File: src/rtl/ssg_pkg.sv
package ssg_pkg;
  localparam int NUM_OPS = 6;

  typedef enum logic [2:0] {
    OP_ENTRY   = 3'd0,
    OP_EXIT    = 3'd1,
    OP_CHIP_ER = 3'd2,
    OP_PROGRAM = 3'd3,
    OP_SUSPEND = 3'd4,
    OP_RESUME  = 3'd5
  } ssg_op_e;
endpackage

File: src/rtl/ssg_judge.sv
module ssg_judge
  import ssg_pkg::*;
(
  input  logic               op_valid,
  input  logic [2:0]         op,
  input  logic               sec,
  input  logic               prog_secure,
  input  logic               suspended,
  input  logic               prot_bit,
  output logic [NUM_OPS-1:0] acc_now,
  output logic [NUM_OPS-1:0] rej_now
);
  logic known;
  logic ok;
  logic [NUM_OPS-1:0] sel;

  always_comb begin
    known = 1'b1;
    ok    = 1'b0;
    sel   = '0;
    case (op)
      OP_ENTRY:   begin sel[0] = 1'b1; ok = 1'b1; end
      OP_EXIT:    begin sel[1] = 1'b1; ok = sec; end
      OP_CHIP_ER: begin sel[2] = 1'b1; ok = 1'b1; end
      OP_PROGRAM: begin
        sel[3] = 1'b1;
        ok = prog_secure ? (sec && !prot_bit) : !sec;
      end
      OP_SUSPEND: begin sel[4] = 1'b1; ok = !sec && !suspended; end
      OP_RESUME:  begin sel[5] = 1'b1; ok = !sec && suspended; end
      default:    known = 1'b0;
    endcase
  end

  assign acc_now = (op_valid && known &&  ok) ? sel : '0;
  assign rej_now = (op_valid && known && !ok) ? sel : '0;
endmodule

File: src/rtl/ssg_mode_reg.sv
module ssg_mode_reg
  import ssg_pkg::*;
(
  input  logic               clk,
  input  logic               rst,
  input  logic [NUM_OPS-1:0] acc_now,
  output logic               sec
);
  always_ff @(posedge clk) begin
    if (rst)
      sec <= 1'b0;
    else if (acc_now[OP_ENTRY])
      sec <= 1'b1;
    else if (acc_now[OP_EXIT])
      sec <= 1'b0;
  end
endmodule

File: src/rtl/ssg_mask_gen.sv
module ssg_mask_gen #(
  parameter int NUM_SECTORS     = 46,
  parameter int TOP_BOOT_IDX    = 0,
  parameter int BOTTOM_BOOT_IDX = NUM_SECTORS - 1
) (
  input  logic                   boot_top,
  output logic [NUM_SECTORS-1:0] mask
);
  for (genvar i = 0; i < NUM_SECTORS; i++) begin : g_sec
    if (i == TOP_BOOT_IDX && i == BOTTOM_BOOT_IDX) begin : g_both
      assign mask[i] = 1'b0;
    end else if (i == TOP_BOOT_IDX) begin : g_top
      assign mask[i] = !boot_top;
    end else if (i == BOTTOM_BOOT_IDX) begin : g_bot
      assign mask[i] = boot_top;
    end else begin : g_plain
      assign mask[i] = 1'b1;
    end
  end
endmodule

File: src/rtl/secure_gate.sv
module secure_gate
  import ssg_pkg::*;
#(
  parameter int NUM_SECTORS     = 46,
  parameter int TOP_BOOT_IDX    = 0,
  parameter int BOTTOM_BOOT_IDX = NUM_SECTORS - 1
) (
  input  logic                   clk,
  input  logic                   rst,
  input  logic                   cmd_valid,
  input  logic [2:0]             cmd_op,
  input  logic                   prog_secure,
  input  logic                   boot_top,
  input  logic                   suspended,
  input  logic                   prot_bit,
  output logic                   secure_mode,
  output logic                   erase_go,
  output logic [NUM_SECTORS-1:0] erase_mask,
  output logic [NUM_OPS-1:0]     acc_vec,
  output logic [NUM_OPS-1:0]     rej_vec
);
  logic [NUM_OPS-1:0]     acc_now;
  logic [NUM_OPS-1:0]     rej_now;
  logic [NUM_SECTORS-1:0] mask_now;

  ssg_judge u_judge (
    .op_valid    (cmd_valid),
    .op          (cmd_op),
    .sec         (secure_mode),
    .prog_secure (prog_secure),
    .suspended   (suspended),
    .prot_bit    (prot_bit),
    .acc_now     (acc_now),
    .rej_now     (rej_now)
  );

  ssg_mode_reg u_mode (
    .clk     (clk),
    .rst     (rst),
    .acc_now (acc_now),
    .sec     (secure_mode)
  );

  ssg_mask_gen #(
    .NUM_SECTORS     (NUM_SECTORS),
    .TOP_BOOT_IDX    (TOP_BOOT_IDX),
    .BOTTOM_BOOT_IDX (BOTTOM_BOOT_IDX)
  ) u_mask (
    .boot_top (boot_top),
    .mask     (mask_now)
  );

  always_ff @(posedge clk) begin
    if (rst) begin
      acc_vec    <= '0;
      rej_vec    <= '0;
      erase_go   <= 1'b0;
      erase_mask <= '0;
    end else begin
      acc_vec    <= acc_now;
      rej_vec    <= rej_now;
      erase_go   <= acc_now[OP_CHIP_ER];
      erase_mask <= acc_now[OP_CHIP_ER] ? mask_now : '0;
    end
  end
endmodule

File: config.mk
export PLATFORM = sky130hd
export DESIGN_NAME = secure_gate
export DESIGN_NICKNAME = d
export VERILOG_FILES = /design/src/rtl/ssg_pkg.sv /design/src/rtl/ssg_judge.sv /design/src/rtl/ssg_mode_reg.sv /design/src/rtl/ssg_mask_gen.sv /design/src/rtl/secure_gate.sv
export SDC_FILE = /design/constraint.sdc
export NUM_CORES = 1
export LEC_CHECK = 0
export BUFFER_PORTS_ARGS = -buffer_cell sky130_fd_sc_hd__buf_2
export CAP_MARGIN = 40
export CORE_UTILIZATION = 37
export DETAILED_ROUTE_END_ITERATION = 10
export PLACE_DENSITY_LB_ADDON = 0.25
export SLEW_MARGIN = 10
export SYNTH_ARGS = -nofsm -noshare
export SYNTH_HDL_FRONTEND = slang
export SYNTH_SLANG_ARGS = --single-unit
File: constraint.sdc
create_clock -name clk -period 1.9 [get_ports clk]
set_input_delay 0.38 -clock clk [delete_from_list [all_inputs] [get_ports clk]]
set_output_delay 0.38 -clock clk [all_outputs]
set_load 0.02 [all_outputs]
-- Yosys cells after proc, flatten, opt, wreduce, memory -nomap -nowiden
Index checks and enable logic that the tools add are counted.
W data, S select, Z words.
- bitwise logic cells: 3
- mux-type cells: 13
- eq/ne operators: 5
- reductions and logical operators: 18
- operators with widths (cell ; count):
    $mux W45 ; 1
    $mux W1 ; 10
    $reduce_or A2 Y1 ; 4
    $eq A3 B2 Y1 const B ; 2
    $eq A3 B3 Y1 const B ; 2
    $logic_and A1 B1 Y1 ; 6
    $reduce_or A6 Y1 ; 1
    $logic_not A1 Y1 ; 5
    $pmux W1 S5 ; 1
    $eq A3 B1 Y1 const B ; 1
    $logic_not A3 Y1 ; 1
    $mux W3 ; 1
    $not A1 Y1 ; 3
    $reduce_bool A2 Y1 ; 1
- word-level logic and storage cells: 46
- flip-flop bits (word level): 60

-- Depth between registers and ports, before layout
- word-level depth: 8
- gate-level depth with buffers: 3
- depth with buffers taken out: 2

-- Hierarchy
From an unflattened synthesis, not the netlist that was laid out.
- cell total of the unflattened synthesis: 200
- area total of the unflattened synthesis: 2249.7 µm²
- modules (own cells, without submodules) (module ; seq. area each (µm²) ; area each (µm²) ; instances ; cells an instance):
    secure_gate ; 1161.1 ; 1726.7 ; 1 ; 128
    ssg_mask_gen ; 0.0 ; 345.3 ; 1 ; 47
    ssg_judge ; 0.0 ; 138.9 ; 1 ; 21
    ssg_mode_reg ; 20.0 ; 38.8 ; 1 ; 4

-- Worst setup path before layout
OpenSTA, ideal clock, no wires.
- path kind: register -> output
- start point: reg erase_mask[43] (netlist name)
- end point: out acc_vec[2]
- arrival time: 1422 ps
- path slack: 98 ps
- data required time: 1520 ps
- buffers on the path: 1
- stages on the path, launching flop included: 2
- path through: dfxtp_1 buf_4
- RTL lines (item ; line ; text):
    to (decl) ; secure_gate.sv:19 ; output logic [NUM_OPS-1:0] acc_vec,

==> results.json <==
{
  "synthSimpleGateAreaFrac_pct": 15.8,
  "drv_slew": 0,
  "final_common_cell": "buf_2",
  "die_w_um": 49.4,
  "p_sw_share_pct": 25.8,
  "antenna_found_initial": 0,
  "path_max_fanout": 46,
  "synthesis.area_um2": 832,
  "start_util_pct": 40.7,
  "cpPeakStageDelay_ns": 0.31,
  "synth_warnings": 0,
  "finalSetupTns_ns": 0,
  "setup_viol": 0,
  "synth_cell_type_count": 19,
  "routed_wl_um": 1310,
  "place.port_buffers": 69,
  "dp_slack_ns": 0.529,
  "cp_slowest_cell": "dfxtp_1",
  "place_area_um2": 873,
  "cts_sinks": 15,
  "power.density_mw_per_mm2": 644,
  "grt_max_degree": 47,
  "die_h_um": 49.4,
  "post_synth.cell_area_avg_um2": 9.67,
  "globalplace.congestion": 0.697,
  "outcome": "finished clean",
  "postCtsSetupBuffers": 0,
  "worstSetupPathType": "reg2out",
  "vias_per_cell": 3.82,
  "wire_per_inst_um": 9.24,
  "fin_area_um2": 900,
  "maxCapViolCount": 0,
  "clkLatencyLatePin_ns": 0.27,
  "reg2reg_slack_ns": 0.88,
  "setup_slack_ns": 0.426,
  "clkPwrFrac_pct": 29.7,
  "grt_use_total_pct": 10.8,
  "clk_pin_slew_ns": 0.09,
  "hold_viol": 0,
  "numCtsBuffers": 3,
  "p_sw_mw": 0.149,
  "placed_cells": 138,
  "fmax_mhz": 679,
  "path_delay_family": "buffers and inverters",
  "reg2reg_depth": 2,
  "fin_worst_skew_ns": 0.00859,
  "end_kind": "output port",
  "leakagePower_nw": 0.552,
  "stdcell_count": 142,
  "hold_depth": 2,
  "syn_to_final_growth_pct": 8.12,
  "grt_pass1_wl_um": 1910,
  "clockBufferDepth": 2,
  "nets": 126,
  "cp.arrival_ns": 1.09,
  "synth-compound-area-share_pct": 4.36,
  "io_pins": 70,
  "holdBufCountCts": 0,
  "cp_cell_sequence": "buf_4, buf_2",
  "num-fill-cells": 230,
  "ctsRootBufferMaster": "clkbuf_4",
  "drc_errors": 0,
  "start_kind": "flop",
  "hp-start": "boot_top",
  "worstReg2RegEnd": "acc_vec[3]",
  "cts_tree": "yes",
  "first_global_vias": 383,
  "vias": 542,
  "num_rows": 16,
  "synth_fa_ha_area_share_pct": 0,
  "peakVddDrop_mv": 0.268,
  "pwr-share-comb_pct": 14.6,
  "p_int_mw": 0.430,
  "min_period_over_period_pct": 77.6,
  "gr-total-overflow": 0,
  "reg2reg_from": "u_mode.sec",
  "ant_nets": 0,
  "antenna_cells": 0,
  "period_needed_ns": 1.47,
  "yosysSeqAreaShare_pct": 36.1,
  "min_to": "erase_mask[0]",
  "pwr-share-seq_pct": 55.7,
  "dp_hpwl_um": 1030,
  "final_layout_size_suffix_gt1_share_pct": 68.7,
  "synthCells": 86,
  "drt_iter0_drc": 8,
  "cts_resized": 0,
  "fin_util_pct": 44.1,
  "synth-xor-area-share_pct": 0,
  "die_area_mm2": 0.00244,
  "first_pass_iters": 3,
  "path_buf_inv": 2,
  "synth-seq-cells": 15,
  "synthMuxAreaShare_pct": 0,
  "synth_top_family_by_area": "buffers and inverters",
  "htree_levels": 1,
  "hp-class": "in2reg",
  "core_mm2": 0.00204,
  "cp.required_ns": 1.52,
  "layout_common_cells": "buf_2 (69), dfxtp_1 (15), inv_1 (3), clkbuf_4 (3)",
  "rsz0062_at_grt": "no"
}
## per-layer routing
layer | vias up | part of all wire (%) | global-route usage [%]
met5 | - | 0 | 0
met4 | 0 | 0 | 4.29
met3 | 0 | 6.9 | 5.92
met2 | 26 | 49 | 18.0
met1 | 226 | 44 | 11.1
li1 | 290 | - | -
## synth_stat cells, drive strengths merged
master | count | area (um2)
dfxtp | 15 | 300
o32ai | 1 | 8.76
nor3b | 1 | 7.51
or2 | 2 | 12.5
buf | 46 | 349
inv | 3 | 11.3
a211oi | 3 | 27.5
or3b | 1 | 8.76
nor3 | 4 | 30.0
nand3b | 2 | 15.0
nor2 | 2 | 7.51
nand2b | 2 | 12.5
conb | 1 | 3.75
nor4bb | 1 | 10.0
nor4 | 2 | 27.5
## how the worst max path moves through the flow
stage,from,to,slack (ns),depth (start not counted)
final,erase_mask[43],erase_mask[36],0.43,2
after detailed placement,cmd_op[0],acc_vec[4],0.53,3
after global routing,erase_mask[43],erase_mask[10],0.31,2
after CTS,erase_mask[43],erase_mask[36],0.40,2
after global placement,cmd_op[0],acc_vec[4],0.57,3
after floorplan,erase_mask[43],acc_vec[2],0.1,1
## flip-flops by register name, indices dropped and copies added, names as in the netlist
register and cells:
acc_vec 5, rej_vec 6, u_mode.sec 1, erase_mask 3
## kinds of logic (layout without fill, tap and decap cells)
group	Yosys count	in the layout
buf+inv	49	77
compound gates	4	4
simple gates	17	17
other cells	1	2
flops	15	15
## power groups by stage
stage / Combinational (mW) / Sequential (mW) / Clock, mW
finish: 0.0847 / 0.323 / 0.172
global placement: 0.0844 / 0.330 / 0
floorplan: 0.0627 / 0.341 / 0
detailed placement: 0.0855 / 0.330 / 0
CTS: 0.0857 / 0.323 / 0.180
global route: 0.0921 / 0.323 / 0.200
## layout make-up
type / instances / area, um2 / share of cell area [%]
tap: 27 / 33.8 / 3.76
inverter: 3 / 11.3 / 1.25
multi-input combinational: 23 / 175 / 19.5
timing repair buffer: 70 / 353 / 39.2
sequential: 15 / 300 / 33.4
clock buffer: 4 / 26.3 / 2.92
## metrics by stage
stage,power (mW),hold WS (ns)
2_1_floorplan,0.403,0.450
6_report,0.579,0.272
3_5_place_dp,0.416,0.569
4_1_cts,0.588,0.264
5_1_grt,0.616,0.258
3_3_place_gp,0.415,0.568
(Power assumes the default switching activity.)
